===== src/rtl/dsr_pkg.sv =====
package dsr_pkg;

  typedef enum logic [1:0] {
    FS_HUNT    = 2'd0,
    FS_CONFIRM = 2'd1,
    FS_TRACK   = 2'd2
  } fs_t;

  // Marker is an older 1 followed by a newer 0.
  function automatic logic marker_at(logic older, logic newer);
    return older & ~newer;
  endfunction

  // Bits in the current slot: stretched only in pad mode on the padded slot.
  function automatic int unsigned slot_bits(logic pad_on, logic pad_slot,
                                            int unsigned frame_w, int unsigned pad_w);
    return (pad_on && pad_slot) ? frame_w + pad_w : frame_w;
  endfunction

endpackage


===== src/rtl/dsr_shift.sv =====
module dsr_shift #(
  parameter int W = 14
) (
  input  logic         clk,
  input  logic         rst_n,
  input  logic         clr,
  input  logic         sin,
  output logic [W-1:0] win_nx
);

  logic [W-1:0] win_q;

  // Newest bit enters at the top; oldest bit sits at index 0.
  assign win_nx = {sin, win_q[W-1:1]};

  always_ff @(posedge clk or negedge rst_n) begin
    if (!rst_n)   win_q <= '0;
    else if (clr) win_q <= '0;
    else          win_q <= win_nx;
  end

endmodule


===== src/rtl/dsr_framer.sv =====
module dsr_framer
  import dsr_pkg::*;
#(
  parameter int DATA_W = 12,
  parameter int PAD_W  = 2,
  parameter int GROUP  = 3
) (
  input  logic              clk,
  input  logic              rst_n,
  input  logic              run,
  input  logic              pad_mode,
  input  logic [DATA_W+1:0] win_nx,
  output logic              word_evt,
  output logic [DATA_W-1:0] word
);

  localparam int FW = DATA_W + 2;
  localparam int SW = FW + PAD_W;
  localparam int CW = $clog2(SW + 1);
  localparam int PW = $clog2(GROUP);

  fs_t           st_q, st_d;
  logic [CW-1:0] cnt_q, cnt_d, nbits, slen;
  logic [PW-1:0] ph_q, ph_d, ph_nx;
  logic          mk, idle, evt;

  assign mk    = marker_at(win_nx[FW-2], win_nx[FW-1]);
  assign idle  = ~|win_nx;
  assign nbits = cnt_q + 1'b1;
  assign slen  = CW'(slot_bits(pad_mode, ph_q == '0, FW, PAD_W));
  assign ph_nx = (ph_q == PW'(GROUP - 1)) ? '0 : ph_q + 1'b1;
  assign word  = win_nx[DATA_W-1:0];

  always_comb begin
    st_d  = st_q;
    cnt_d = cnt_q;
    ph_d  = ph_q;
    evt   = 1'b0;
    case (st_q)
      FS_HUNT: begin
        if (mk) begin
          st_d  = FS_CONFIRM;
          cnt_d = '0;
        end
      end
      FS_CONFIRM: begin
        cnt_d = nbits;
        if (nbits == CW'(FW)) begin
          if (mk && !pad_mode) begin
            st_d  = FS_TRACK;
            cnt_d = '0;
            ph_d  = PW'(1);
            evt   = 1'b1;
          end else if (mk) begin
            cnt_d = '0;              // a 14-bit gap re-arms the search for the padded gap
          end else if (!pad_mode) begin
            st_d = FS_HUNT;
          end
        end else if (nbits == CW'(SW)) begin
          if (mk) begin
            st_d  = FS_TRACK;
            cnt_d = '0;
            ph_d  = PW'(1);
            evt   = 1'b1;
          end else begin
            st_d = FS_HUNT;
          end
        end
      end
      FS_TRACK: begin
        cnt_d = nbits;
        if (nbits == slen) begin
          cnt_d = '0;
          ph_d  = ph_nx;
          if (mk)         evt  = 1'b1;
          else if (!idle) st_d = FS_HUNT;
        end
      end
      default: st_d = FS_HUNT;
    endcase
  end

  assign word_evt = evt && run;

  always_ff @(posedge clk or negedge rst_n) begin
    if (!rst_n) begin
      st_q  <= FS_HUNT;
      cnt_q <= '0;
      ph_q  <= '0;
    end else if (!run) begin
      st_q  <= FS_HUNT;
      cnt_q <= '0;
      ph_q  <= '0;
    end else begin
      st_q  <= st_d;
      cnt_q <= cnt_d;
      ph_q  <= ph_d;
    end
  end

  // Checker-only gap counter between output words.
  logic [CW-1:0] gap_q;
  always_ff @(posedge clk or negedge rst_n) begin
    if (!rst_n)                 gap_q <= CW'(FW);
    else if (!run)              gap_q <= CW'(FW);
    else if (word_evt)          gap_q <= '0;
    else if (gap_q != CW'(FW))  gap_q <= gap_q + 1'b1;
  end

  AST_WORD_GAP: assert property (@(posedge clk) disable iff (!rst_n)
    word_evt |-> (gap_q >= CW'(FW - 1)));

  AST_LOCK_ENTRY: assert property (@(posedge clk) disable iff (!rst_n)
    (st_q == FS_TRACK && $past(st_q) != FS_TRACK) |-> ($past(st_q) == FS_CONFIRM));

endmodule


===== src/rtl/dsr_wclk.sv =====
module dsr_wclk #(
  parameter int FALL_DLY = 8,
  parameter int LOW_LEN  = 13
) (
  input  logic clk,
  input  logic rst_n,
  input  logic run,
  input  logic word_evt,
  output logic wclk
);

  localparam int LW = $clog2(LOW_LEN + 1);

  logic [FALL_DLY-1:0] dly_q;
  logic [LW-1:0]       low_q;
  logic                fall_req;

  assign fall_req = dly_q[FALL_DLY-1];
  assign wclk     = (low_q == '0);

  always_ff @(posedge clk or negedge rst_n) begin
    if (!rst_n) begin
      dly_q <= '0;
      low_q <= '0;
    end else if (!run) begin
      dly_q <= '0;
      low_q <= '0;
    end else begin
      dly_q <= {dly_q[FALL_DLY-2:0], word_evt};
      if (fall_req)          low_q <= LW'(LOW_LEN);
      else if (low_q != '0)  low_q <= low_q - 1'b1;
    end
  end

  AST_FALL_SPACED: assert property (@(posedge clk) disable iff (!rst_n)
    fall_req |-> (low_q == '0));

endmodule


===== src/rtl/framed_deser.sv =====
module framed_deser #(
  parameter int DATA_W   = 12,
  parameter int PAD_W    = 2,
  parameter int GROUP    = 3,
  parameter int FALL_DLY = 8,
  parameter int LOW_LEN  = 13
) (
  input  logic              clk,
  input  logic              rst_n,
  input  logic              en,
  input  logic              dir_tx,
  input  logic              pad_mode,
  input  logic              sdata,
  output logic [DATA_W-1:0] dp_o,
  output logic              dp_oe,
  output logic              wclk
);

  localparam int FW = DATA_W + 2;

  logic              run;
  logic [FW-1:0]     win_nx;
  logic              word_evt;
  logic [DATA_W-1:0] word;

  assign run   = en & ~dir_tx;
  assign dp_oe = run;

  dsr_shift #(.W(FW)) u_shift (
    .clk    (clk),
    .rst_n  (rst_n),
    .clr    (~run),
    .sin    (sdata),
    .win_nx (win_nx)
  );

  dsr_framer #(.DATA_W(DATA_W), .PAD_W(PAD_W), .GROUP(GROUP)) u_framer (
    .clk      (clk),
    .rst_n    (rst_n),
    .run      (run),
    .pad_mode (pad_mode),
    .win_nx   (win_nx),
    .word_evt (word_evt),
    .word     (word)
  );

  dsr_wclk #(.FALL_DLY(FALL_DLY), .LOW_LEN(LOW_LEN)) u_wclk (
    .clk      (clk),
    .rst_n    (rst_n),
    .run      (run),
    .word_evt (word_evt),
    .wclk     (wclk)
  );

  always_ff @(posedge clk or negedge rst_n) begin
    if (!rst_n)        dp_o <= '0;
    else if (!en)      dp_o <= '0;
    else if (word_evt) dp_o <= word;
  end

  AST_TX_HOLD: assert property (@(posedge clk) disable iff (!rst_n)
    (en && dir_tx) |=> (dp_o == $past(dp_o)));

  AST_PD_CLEAR: assert property (@(posedge clk) disable iff (!rst_n)
    !en |=> (dp_o == '0 && wclk));

endmodule


===== config.mk =====
export PLATFORM = sky130hd
export DESIGN_NAME = framed_deser
export DESIGN_NICKNAME = d
export VERILOG_FILES = /design/src/rtl/dsr_pkg.sv /design/src/rtl/dsr_shift.sv /design/src/rtl/dsr_framer.sv /design/src/rtl/dsr_wclk.sv /design/src/rtl/framed_deser.sv
export SDC_FILE = /design/constraint.sdc
export NUM_CORES = 1
export LEC_CHECK = 0
export BUFFER_PORTS_ARGS = -buffer_cell sky130_fd_sc_hd__buf_2
export CORE_MARGIN = 8
export CORE_UTILIZATION = 35
export CTS_CLUSTER_SIZE = 12
export DETAILED_ROUTE_END_ITERATION = 10
export HOLD_SLACK_MARGIN = 0.05
export PLACE_DENSITY = 0.58
export SYNTH_ARGS = -nofsm -noshare
export SYNTH_HDL_FRONTEND = slang
export SYNTH_SLANG_ARGS = --single-unit
export TNS_END_PERCENT = 20

===== constraint.sdc =====
create_clock -name clk -period 4.3 [get_ports clk]
set_input_delay 0.43 -clock clk [delete_from_list [all_inputs] [get_ports clk]]
set_output_delay 0.43 -clock clk [all_outputs]
set_load 0.05 [all_outputs]

==> run summary <==
Startpoint Class - register
clk sinks - 46
CORE AREA - 6314 µm²
CP Capture Type - register
initial core utilization - 0.3601
Hold Buf Count CTS - 0
RSZ-0062 raised after global routing - false
GP Congestion - 0.8467
Vias per Instance - 4.867
antenna diode count - 0
Async SR Flop Fraction - 1.000
post-synth top area cell - dfrtp_1
Commonest cells post-synth - 46 x dfrtp_1, 30 x nand2_1, 20 x inv_1
CTS root buf - clkbuf_8
Die Ht - 96.60 µm
Static Leak - 1.227 nW
skew final - 0.006663 ns
Final ANT Viol Nets - 0
Final Critical Period - 2.381 ns
Ys Warns - 0
Yosys cell types - 48
detailed-route wire length - 4158 µm
Syn Inst Count - 220
net count after synthesis - 233
crit-path max FO - 13
Max Root-Sink Buffers - 2
vias in the first global route - 1,587
Slew headroom - 0.3463
sequential fraction of the synthesis area - 0.5063
GRT Util Overall - 0.1003
clock slew seen by the registers of the worst setup and hold paths - 0.09 ns
largest net degree at the start of global routing - 47
vias - 1,538
I/O Buffers - 19
PostCTS Resize Cnt - 0
Synth Flop Type - dfrtp_1
Layout area overhead - 9.907%
R2R setup slack - 1.92 ns
Final nets - 251
drt initial violations - 99
Yosys reg bits - 46
Post-CTS Setup Inserts - 0
worst path arrival time - 2.59 ns
final core utilization - 0.3958
Post-Synth Adder-Cell Area - 0.03853
Mapped Area - 2273 µm²
Synth Area in Compound Gates - 0.1112
post-route setup TNS - 0 ns
DRC - 0
final global-route overflow total - 0
WHS - 0.2916 ns
number of buffers created by CTS - 5
f_max - 0.4199 GHz
num ports - 20
Die ar. - 9331 µm²
cell with the most instances after synthesis - dfrtp_1
share of cells above drive strength 1 - 0.1548
outcome - complete, no violations
final clock period utilization by the worst path - 0.5538
number of synthesized flops with an enable pin - 0
CTS tree - done
CTS H-Tree Depth - 2
Post-Synth XOR/XNOR Area - 0.01541
peak supply drop - 0.1511 mV
final total power - 721.6 µW
Synth Area per Inst - 10.33 µm²
synth top area cells - dfrtp_1 51%, mux2i_1 7.0%, nand2_1 5.0%, ha_1 3.9%, inv_1 3.3%
global-route wire length before repair - 7362 µm
max-slew violation count - 0
Worst Setup Path Type - register to register
first-pass detailed-route iteration total - 4
proportion of synthesized area in mux cells - 0.07045
Worst Tran Pin Value - 0.9805 ns
Worst EP required - 4.51 ns
final hold vios - 0
Post-Synth Simple-Gate Area - 0.1987
PwrDens - 288.8 nW/µm²
HP Class - primary input to asynchronous set/reset pin
row cnt - 29
max_cap viols - 0
chip width - 96.60 µm
Skew-Pair Late Insertion Delay - 0.29 ns
largest family of logic cells by synthesized area - simple AND/OR/NAND/NOR gates
detailed placement HPWL - 3013 µm
Final setup viols - 0
DR WL/cell - 13.16 µm
Synth top area share - 0.5063
initial antenna violation count - 0
[worst max-delay path: stages (launching register included)]
cell	delay, ns
dfrtp_1	0.50
ha_1	0.34
and3_1	0.20
a22oi_1	0.32
a21boi_2	0.12
o2111ai_4	0.55
mux2i_1	0.27
[through the flow]
step	cell area (µm²)	setup WS (ns)	instances
global placement	2412	1.977	308
floorplan	2273	1.930	220
CTS	2499	1.884	316
global route	2499	1.706	316
detailed placement	2412	1.897	308
finish	2499	1.919	316
[cell families after synthesis]
group | count (synthesis)
and+or+nand+nor | 85
DFF | 46
AOI/OAI and AO/OA | 32
buffers and inverters | 30
muxes | 16
adders and majority gates | 7
xor gates and xnor gates | 4
[cell type report]
cell class,instances,area (µm²)
flip-flops and latches,46,1151
inverters,22,82.58
repair buffers,19,95.09
clock inverters,2,13.76
fillers,638,3815
clock buffers,6,72.57
well taps,77,96.34
multi-input cells,144,987.2
[final timing paths]
check	cells after the start	end	from
max	6	dp_o[7]	u_framer.cnt_q[0]
min	1	u_shift.win_q[3]	rst_n
max reg2reg	6	dp_o[7]	u_framer.cnt_q[0]
min reg2reg	1	u_wclk.dly_q[4]	u_wclk.dly_q[3]
max in group asynchronous	1	u_framer.cnt_q[3]	rst_n
min in group clk	2	u_shift.win_q[13]	sdata
[metal layers]
layer	wire, µm	part of all wire	track usage	vias to the layer above
li1	-	-	-	775
met1	2053	0.49	0.1302	739
met2	1913	0.46	0.1590	18
met3	122	0.029	0.02550	6
met4	68	0.016	0.03405	0
met5	0	0	0	-
[cell usage in the layout (no fill, tap or decap), drive strengths merged, types with 3 or more instances in the layout]
master / n
nor2: 16
nor4: 3
and4: 3
mux2i: 16
nand2b: 4
buf: 19
ha: 7
a21oi: 7
nor2b: 3
dfrtp: 46
nand2: 30
o21ai: 7
nor3: 3
and2: 10
clkbuf: 6
a31oi: 3
inv: 22
[sequential cells by signal, summed over array words and instances, names as in the netlist]
register	count
u_shift.win_q	13
u_framer.cnt_q	5
u_framer.st_q	2
dp_o	12
u_wclk.low_q	4
u_wclk.dly_q	8
u_framer.ph_q	2
[power breakdown]
| group | leakage (nW) | internal, mW | switching (mW) |
|---|---|---|---|
| registers | 0.642 | 0.433 | 0.000868 |
| logic | 0.539 | 0.00712 | 0.0240 |
| clock network | 0.0452 | 0.115 | 0.142 |
| total | 1.23 | 0.555 | 0.167 |
Note: power is estimated with default switching activity, not from simulation.
